### config.mk
export PLATFORM = sky130hd
export DESIGN_NAME = bclk_gen
export DESIGN_NICKNAME = d
export VERILOG_FILES = /design/src/rtl/bclk_pkg.sv /design/src/rtl/bclk_src.sv /design/src/rtl/bclk_div.sv /design/src/rtl/bclk_oe_dly.sv /design/src/rtl/bclk_gen.sv
export SDC_FILE = /design/constraint.sdc
export NUM_CORES = 1
export LEC_CHECK = 0
export BUFFER_PORTS_ARGS = -buffer_cell sky130_fd_sc_hd__buf_4
export CAP_MARGIN = 20
export CORE_MARGIN = 2
export CORE_UTILIZATION = 50
export CTS_CLUSTER_SIZE = 14
export DETAILED_ROUTE_END_ITERATION = 16
export GPL_ROUTABILITY_DRIVEN = 0
export GPL_TIMING_DRIVEN = 0
export PLACE_DENSITY_LB_ADDON = 0.05
export SLEW_MARGIN = 20
export SYNTH_ARGS = -nofsm -noshare
export SYNTH_HDL_FRONTEND = slang
export SYNTH_SLANG_ARGS = --single-unit
### constraint.sdc
create_clock -name clk_i -period 3 [get_ports clk_i]
set_clock_uncertainty 0.05 [all_clocks]
set_input_delay 0.3 -clock clk_i [delete_from_list [all_inputs] [get_ports clk_i]]
set_output_delay 0.3 -clock clk_i [all_outputs]
set_load 0.01 [all_outputs]
### src/rtl/bclk_pkg.sv
package bclk_pkg;
  localparam int unsigned DIV_W_DEF   = 8;
  localparam int unsigned PRE_DIV_DEF = 6;
  localparam int unsigned DLY_S_DEF   = 6;
  localparam int unsigned DLY_L_DEF   = 12;

  // source periods spent high / low for divisor g
  function automatic int unsigned hi_periods(int unsigned g);
    return (g % 2 == 0) ? g / 2 + 1 : (g + 1) / 2;
  endfunction

  function automatic int unsigned lo_periods(int unsigned g);
    return (g % 2 == 0) ? g / 2 : (g + 1) / 2;
  endfunction
endpackage

### src/rtl/bclk_src.sv
module bclk_src #(
  parameter int unsigned PRE_DIV     = bclk_pkg::PRE_DIV_DEF,
  parameter int unsigned SYNC_STAGES = 2
) (
  input  logic clk_i,
  input  logic rst_ni,
  input  logic ext_clk_i,
  output logic int_tick_o,
  output logic ext_tick_o
);
  localparam int unsigned PRE_W = (PRE_DIV > 1) ? $clog2(PRE_DIV) : 1;
  localparam logic [PRE_W-1:0] PRE_LAST = PRE_W'(PRE_DIV - 1);

  logic [PRE_W-1:0]       pre_q;
  logic [SYNC_STAGES:0]   sync_q;

  always_ff @(posedge clk_i or negedge rst_ni) begin
    if (!rst_ni)               pre_q <= '0;
    else if (pre_q == PRE_LAST) pre_q <= '0;
    else                       pre_q <= pre_q + 1'b1;
  end

  assign int_tick_o = (pre_q == PRE_LAST);

  // synchroniser plus one history stage for edge detection
  always_ff @(posedge clk_i or negedge rst_ni) begin
    if (!rst_ni) sync_q <= '0;
    else         sync_q <= {sync_q[SYNC_STAGES-1:0], ext_clk_i};
  end

  assign ext_tick_o = sync_q[SYNC_STAGES-1] & ~sync_q[SYNC_STAGES];

  // internal tick is isolated, one per prescale period
  a_r1_int_tick_single: assert property (@(posedge clk_i) disable iff (!rst_ni)
    int_tick_o |=> !int_tick_o);
  a_r1_ext_tick_single: assert property (@(posedge clk_i) disable iff (!rst_ni)
    ext_tick_o |=> !ext_tick_o);
endmodule

### src/rtl/bclk_div.sv
module bclk_div #(
  parameter int unsigned DIV_W = bclk_pkg::DIV_W_DEF
) (
  input  logic             clk_i,
  input  logic             rst_ni,
  input  logic             int_tick_i,
  input  logic             ext_tick_i,
  input  logic             src_int_i,
  input  logic [DIV_W-1:0] div_i,
  output logic             raw_o,
  output logic             rise_o,
  output logic             fall_o,
  output logic             cfg_err_o
);
  localparam int unsigned CNT_W = DIV_W;

  logic             started_q, started_d;
  logic             raw_q, raw_d;
  logic             sel_q, sel_d;
  logic [DIV_W-1:0] div_q, div_d;
  logic [CNT_W-1:0] cnt_q, cnt_d, cnt_inc;
  logic             rise_q, rise_d, fall_q, fall_d;
  logic             sel_eff, tick;
  logic [CNT_W-1:0] hi_len, lo_len;

  assign sel_eff = started_q ? sel_q : src_int_i;
  assign tick    = sel_eff ? int_tick_i : ext_tick_i;
  assign hi_len  = CNT_W'(bclk_pkg::hi_periods(int'(div_q)));
  assign lo_len  = CNT_W'(bclk_pkg::lo_periods(int'(div_q)));
  assign cnt_inc = cnt_q + 1'b1;

  always_comb begin
    started_d = started_q;
    raw_d     = raw_q;
    sel_d     = sel_q;
    div_d     = div_q;
    cnt_d     = cnt_q;
    rise_d    = 1'b0;
    fall_d    = 1'b0;
    if (tick) begin
      if (!started_q) begin
        // first rise after reset: no strobe
        started_d = 1'b1;
        raw_d     = 1'b1;
        cnt_d     = '0;
        div_d     = div_i;
        sel_d     = src_int_i;
      end else if (raw_q) begin
        if (cnt_inc == hi_len) begin
          cnt_d = '0;
          if (lo_len == '0) begin
            // divisor 0: stay high, keep sampling config
            div_d = div_i;
            sel_d = src_int_i;
          end else begin
            raw_d  = 1'b0;
            fall_d = 1'b1;
          end
        end else begin
          cnt_d = cnt_inc;
        end
      end else begin
        if (cnt_inc == lo_len) begin
          cnt_d  = '0;
          raw_d  = 1'b1;
          rise_d = 1'b1;
          div_d  = div_i;
          sel_d  = src_int_i;
        end else begin
          cnt_d = cnt_inc;
        end
      end
    end
  end

  always_ff @(posedge clk_i or negedge rst_ni) begin
    if (!rst_ni) begin
      started_q <= 1'b0;
      raw_q     <= 1'b0;
      sel_q     <= 1'b0;
      div_q     <= '0;
      cnt_q     <= '0;
      rise_q    <= 1'b0;
      fall_q    <= 1'b0;
    end else begin
      started_q <= started_d;
      raw_q     <= raw_d;
      sel_q     <= sel_d;
      div_q     <= div_d;
      cnt_q     <= cnt_d;
      rise_q    <= rise_d;
      fall_q    <= fall_d;
    end
  end

  assign raw_o     = raw_q;
  assign rise_o    = rise_q;
  assign fall_o    = fall_q;
  assign cfg_err_o = started_q && (div_q == '0);

  // strobes coincide with a level change of the generated clock
  a_r4_rise_on_edge: assert property (@(posedge clk_i) disable iff (!rst_ni)
    rise_q |-> raw_q && !$past(raw_q));
  a_r4_fall_on_edge: assert property (@(posedge clk_i) disable iff (!rst_ni)
    fall_q |-> !raw_q && $past(raw_q));
  a_r4_strobe_excl: assert property (@(posedge clk_i) disable iff (!rst_ni)
    !(rise_q && fall_q));
  // divisor 0 never leaves the high phase
  a_r6_zero_holds_high: assert property (@(posedge clk_i) disable iff (!rst_ni)
    (started_q && raw_q && div_q == '0) |=> raw_q);
  // configuration only reloads while the clock is high
  a_r7_cfg_at_rise: assert property (@(posedge clk_i) disable iff (!rst_ni)
    (div_q != $past(div_q) || sel_q != $past(sel_q)) |-> raw_q);
  // the first rise after reset carries no strobe
  a_r8_first_rise_quiet: assert property (@(posedge clk_i) disable iff (!rst_ni)
    $rose(started_q) |-> !rise_q && !fall_q);
endmodule

### src/rtl/bclk_oe_dly.sv
module bclk_oe_dly #(
  parameter int unsigned DLY_S = bclk_pkg::DLY_S_DEF,
  parameter int unsigned DLY_L = bclk_pkg::DLY_L_DEF
) (
  input  logic clk_i,
  input  logic rst_ni,
  input  logic bit_start_i,
  input  logic first_bit_i,
  input  logic dly_en_i,
  input  logic zero_dly_i,
  input  logic idle_i,
  output logic oe_o
);
  localparam int unsigned W = $clog2(DLY_L + 1);

  logic [W-1:0] cnt_q;
  logic         oe_q;
  logic         delayed;

  assign delayed = first_bit_i && dly_en_i;

  always_ff @(posedge clk_i or negedge rst_ni) begin
    if (!rst_ni) begin
      cnt_q <= '0;
      oe_q  <= 1'b0;
    end else if (idle_i) begin
      cnt_q <= '0;
      oe_q  <= 1'b0;
    end else if (bit_start_i) begin
      if (delayed) begin
        cnt_q <= zero_dly_i ? W'(DLY_L) : W'(DLY_S);
        oe_q  <= 1'b0;
      end else begin
        cnt_q <= '0;
        oe_q  <= 1'b1;
      end
    end else if (cnt_q != '0) begin
      cnt_q <= cnt_q - 1'b1;
      if (cnt_q == W'(1)) oe_q <= 1'b1;
    end
  end

  assign oe_o = oe_q;

  a_r9_first_bit_held: assert property (@(posedge clk_i) disable iff (!rst_ni)
    (bit_start_i && delayed && !idle_i) |=> !oe_o);
  a_r10_no_delay: assert property (@(posedge clk_i) disable iff (!rst_ni)
    (bit_start_i && !delayed && !idle_i) |=> oe_o);
  a_r11_idle_clears: assert property (@(posedge clk_i) disable iff (!rst_ni)
    idle_i |=> !oe_o);
endmodule

### src/rtl/bclk_gen.sv
module bclk_gen #(
  parameter int unsigned DIV_W   = bclk_pkg::DIV_W_DEF,
  parameter int unsigned PRE_DIV = bclk_pkg::PRE_DIV_DEF,
  parameter int unsigned DLY_S   = bclk_pkg::DLY_S_DEF,
  parameter int unsigned DLY_L   = bclk_pkg::DLY_L_DEF
) (
  input  logic             clk_i,
  input  logic             rst_ni,
  input  logic             ext_clk_i,
  input  logic             src_int_i,
  input  logic [DIV_W-1:0] div_i,
  input  logic             tx_clk_pol_i,
  input  logic             rx_clk_pol_i,
  input  logic             tx_fs_pol_i,
  input  logic             rx_fs_pol_i,
  input  logic             tx_fs_i,
  input  logic             rx_fs_i,
  input  logic             bit_start_i,
  input  logic             first_bit_i,
  input  logic             dly_en_i,
  input  logic             zero_dly_i,
  input  logic             tx_idle_i,
  output logic             tx_clk_o,
  output logic             rx_clk_o,
  output logic             tx_fs_o,
  output logic             rx_fs_o,
  output logic             tx_rise_o,
  output logic             tx_fall_o,
  output logic             dx_oe_o,
  output logic             cfg_err_o
);
  logic int_tick, ext_tick;
  logic raw, raw_rise, raw_fall;

  bclk_src #(.PRE_DIV(PRE_DIV), .SYNC_STAGES(2)) u_src (
    .clk_i      (clk_i),
    .rst_ni     (rst_ni),
    .ext_clk_i  (ext_clk_i),
    .int_tick_o (int_tick),
    .ext_tick_o (ext_tick)
  );

  bclk_div #(.DIV_W(DIV_W)) u_div (
    .clk_i      (clk_i),
    .rst_ni     (rst_ni),
    .int_tick_i (int_tick),
    .ext_tick_i (ext_tick),
    .src_int_i  (src_int_i),
    .div_i      (div_i),
    .raw_o      (raw),
    .rise_o     (raw_rise),
    .fall_o     (raw_fall),
    .cfg_err_o  (cfg_err_o)
  );

  bclk_oe_dly #(.DLY_S(DLY_S), .DLY_L(DLY_L)) u_oe (
    .clk_i       (clk_i),
    .rst_ni      (rst_ni),
    .bit_start_i (bit_start_i),
    .first_bit_i (first_bit_i),
    .dly_en_i    (dly_en_i),
    .zero_dly_i  (zero_dly_i),
    .idle_i      (tx_idle_i),
    .oe_o        (dx_oe_o)
  );

  // polarity: the reference edge swaps along with the level
  assign tx_clk_o  = raw ^ tx_clk_pol_i;
  assign rx_clk_o  = raw ^ rx_clk_pol_i;
  assign tx_fs_o   = tx_fs_i ^ tx_fs_pol_i;
  assign rx_fs_o   = rx_fs_i ^ rx_fs_pol_i;
  assign tx_rise_o = tx_clk_pol_i ? raw_fall : raw_rise;
  assign tx_fall_o = tx_clk_pol_i ? raw_rise : raw_fall;

  a_r5_rise_level: assert property (@(posedge clk_i) disable iff (!rst_ni)
    tx_rise_o |-> tx_clk_o);
  a_r5_fall_level: assert property (@(posedge clk_i) disable iff (!rst_ni)
    tx_fall_o |-> !tx_clk_o);
endmodule

==> results by group <==
Critical path
  – CP top delay family: compound AO/OA/AOI/OAI gates
  – Crit-path most repeated cell: buf_6
  – Kind of critical path: reg2reg
  – WP data required: ~3.1 ns
  – Slowest CP cell: dfrtp_1
  – Max FO, Critical Path: 5
  – CP Depth: 11
  – FF-to-FF Start: u_div.cnt_q[0]
  – Arrival @ worst endpoint: roughly 3.2 ns
  – Cells on worst reg2reg path: 11
  – Flop-to-flop setup slack: -0.02 ns
  – WP buf/inv: 3
  – Crit end category: flip-flop
  – Worst-path cell chain: buf_6, ha_4, xnor2_2, xnor2_1, a2111oi_2, o211ai_1, o41a_1, buf_6, a211oi_4, buf_6, mux2_4
  – Worst R2R End: u_div.div_q[4]
  – Crit start category: flip-flop
  – Largest stage delay, worst path: approximately 0.41 ns

CTS
  – Maximum clock path buffer count: 2
  – Clk slew on worst S/H paths: ~0.080 ns
  – TritonCTS Buffers: 5
  – H-tree depth: 2
  – Root Driver: clkbuf_8
  – Clock Sinks: 32
  – CTS tree: yes
  – Clock Latency Late Sink: about 0.3 ns

Detailed routing
  – Max Used Layer: met4
  – Routed vias: between 1,500 and 2,000
  – Post-route DRC: 0
  – DR pass1 iterations: 4
  – WL/cell: approximately 15 microns
  – Met1 WL: ~2400 microns
  – WL met3: ~230 microns
  – Via density: around 5.5
  – Met2 wire len: around 2500 microns
  – Routed Wire Length: 5240 microns
  – Initial DRC Count: between 100 and 150
  – Antenna Nets Post-Route: 0

Timing
  – Fmax: 331 MHz
  – Worst setup margin: -0.0221 ns
  – RSZ-0062 raised after global routing: true
  – Final setup fails: 5
  – Tightest Pin Transition: 0.494 ns
  – Tmin final: roughly 3.0 ns
  – Final worst path period share: 101%
  – Final Max Tran Viols: 0
  – Final hold slack: between 0.06 and 0.07 ns
  – Rel. slew slack: 67.1%
  – Final Hold Fails: 0

Placement
  – Dpl hpwl: ~3500 microns
  – Port Buf Inserts: 29
  – Placement Setup Slack: -0.352 ns

Outcome
  – Failing checks: negative setup slack
  – Status: finished, violations left

Yosys
  – Synth Flop Type: dfrtp_1
  – Post-synth EDFFs: 0
  – Sequential-to-total area share from yosys stat: a little over a third
  – Yosys warns: 0
  – Synth Register Bits: 32
  – Synthesized area per cell: roughly 9.7 sq um
  – Number of library cell types mapped by synthesis: 54
  – Synthesized cell area: between 2000 and 2500 sq um
  – Syn Inst Count: roughly 230
  – Async S/R FF share, synth: 100%
  – Synthesized net count: 261

Power
  – Max IR drop VDD: around 0.58 mV
  – Final Power: 2410 uW
  – Combinational share of power: a little under three fifths
  – Clk pwr share: between 10% and 20%
  – Switching Share: around two fifths
  – Power share of the sequential group: 25.3%
  – Sw power: 928 uW
  – Leakage: around 0.0013 uW
  – Pwr/cell area: ~790 nW/um^2
  – P_int: around 1500 uW

Cells and area
  – Final nets: approximately 320
  – Commonest non-fill, non-tap cell in the layout: buf_4
  – Share of cells above drive strength 1: a little under two fifths
  – Syn-to-layout area delta: 36.7%
  – Commonest cells after routing, fill and taps aside: buf_4, dfrtp_1, nand2_1
  – Antenna cells: 0

Hold path
  – End of the worst hold path: u_src.sync_q[0]
  – Hold path start: ext_clk_i
  – Min-Delay Path Depth: 1
  – Worst hold path class: in2reg

Run
  – MaxCap Viol Count: 0

Die
  – Starting density of the core: between 50% and 60%
  – Core ar.: approximately 4300 sq um
  – Cell Rows: 24
  – DIE AREA: about 5000 sq um
  – Io pins: 31
  – Die Height: 70.8 microns
  – Die W: approximately 70 microns

Global routing
  – Initial antenna violation count: 0
  – Largest net degree at the start of global routing: 33
  – Number of global-route vias before repair: roughly 1,800
  – Total GRT Usage: around 23%
  – Total congestion overflow: 0
  – First-pass GRT wire length: about 9000 microns
## final cells by class
| type | count | area [sq um] |
|---|---|---|
| plain buffers | 14 | 116 |
| clock buffers | 5 | 68.8 |
| clock inverters | 3 | 42.5 |
| fillers | 338 | 1270 |
| inverters | 11 | 41.3 |
| multi-input cells | 174 | 1490 |
| flip-flops and latches | 32 | 803 |
| well taps | 52 | 65.1 |
| repair buffers | 53 | 424 |
## worst register-to-register path, cell delays in order, from the launching register on
cell and delay [ns]:
dfrtp_1 0.41, buf_6 0.13, ha_4 0.25, xnor2_2 0.14
xnor2_1 0.14, a2111oi_2 0.36, o211ai_1 0.18, o41a_1 0.37
buf_6 0.14, a211oi_4 0.24, buf_6 0.19, mux2_4 0.31
## stage by stage
stage                     std cells  utilization, %  TNS [ns]  instance area [sq um]
after CTS                       339            68.6         0                   2970
final                           344            70.6   -0.0960                   3050
after floorplan                 231               -         0                   2230
after global routing            344            70.6    -0.607                   3050
after global placement          312            58.2     -3.22                   2520
after detailed placement        312            58.2     -3.12                   2520
## flip-flops by register name, indices dropped and copies added (netlist names)
name             count
u_div.started_q      1
u_div.div_q          8
u_oe.cnt_q           4
u_src.sync_q         3
u_div.fall_o         1
u_div.sel_q          1
u_div.rise_o         1
u_div.raw_o          1
u_oe.oe_o            1
u_div.cnt_q          8
u_src.pre_q          3
## metal layers
layer / up-vias / global-route usage (%)
li1: 947 / -
met1: 886 / 30.4
met2: 37 / 36.8
met3: 5 / 5.41
met4: 0 / 5.66
met5: - / 0
## power groups by stage
stage | sequential [uW] | clock [uW] | combinational [uW]
final | 609 | 429 | 1370
after global routing | 624 | 465 | 1470
after CTS | 614 | 437 | 1240
after global placement | 604 | 0 | 971
after floorplan | 585 | 0 | 785
after detailed placement | 609 | 0 | 986
## kinds of logic after synthesis
kind of cell,share of synthesized area (%)
buffers and inverters,6.33
AOI/OAI and AO/OA,13.4
adders and majority gates,3.92
DFF,35.9
and+or+nand+nor,20.1
xor gates and xnor gates,13.1
muxes,7.34
## Yosys cell counts (2+ instances only)
cell type / n / area share (%)
a31oi_1: 6 / 1.7
clkbuf_1: 3 / 0.50
a21oi_1: 4 / 0.90
nand2b_1: 3 / 0.84
a211oi_1: 4 / 1.3
xor2_1: 11 / 4.3
dfrtp_1: 32 / 36
and4_1: 3 / 1.2
nor3b_1: 3 / 1.0
buf_6: 3 / 1.5
xnor2_1: 18 / 7.1
nand4_1: 2 / 0.56
buf_4: 6 / 2.0
nand2_1: 21 / 3.5
nor2_1: 14 / 2.4
nand3_1: 11 / 2.5
and2_1: 3 / 0.84
o211ai_1: 2 / 0.67
a311oi_1: 2 / 0.78
o22ai_1: 3 / 0.84
o21ai_0: 5 / 1.1
mux2_2: 11 / 5.5
ha_1: 7 / 3.9
nor3_1: 7 / 1.6
o31ai_1: 2 / 0.67
buf_2: 2 / 0.45
or3_2: 2 / 0.67
mux2i_1: 4 / 1.8
inv_1: 11 / 1.8
o21a_1: 2 / 0.67
## how the worst max path moves through the flow
stage / from / to / slack [ns]
3_3_place_gp: u_div.cnt_q[1] / u_div.sel_q / -0.36
4_1_cts: u_div.div_q[0] / u_div.div_q[4] / 0.02
5_1_grt: u_div.cnt_q[0] / u_div.div_q[1] / -0.08
2_1_floorplan: u_div.cnt_q[1] / u_div.div_q[0] / 0.05
3_5_place_dp: u_div.cnt_q[1] / u_div.sel_q / -0.35
6_report: u_div.cnt_q[0] / u_div.div_q[4] / -0.02
## timing repair
item / 4_1_cts / 5_1_grt
gates resized for setup: 28 / 18
buffers inserted: 17 / 7
pin swaps: 9 / 13
hold endpoints to repair: 32 / 0
hold buffers: 1 / 0
endpoints found under the setup margin: 9 / 10
cloned: 1 / 0
(Power assumes the default switching activity.)
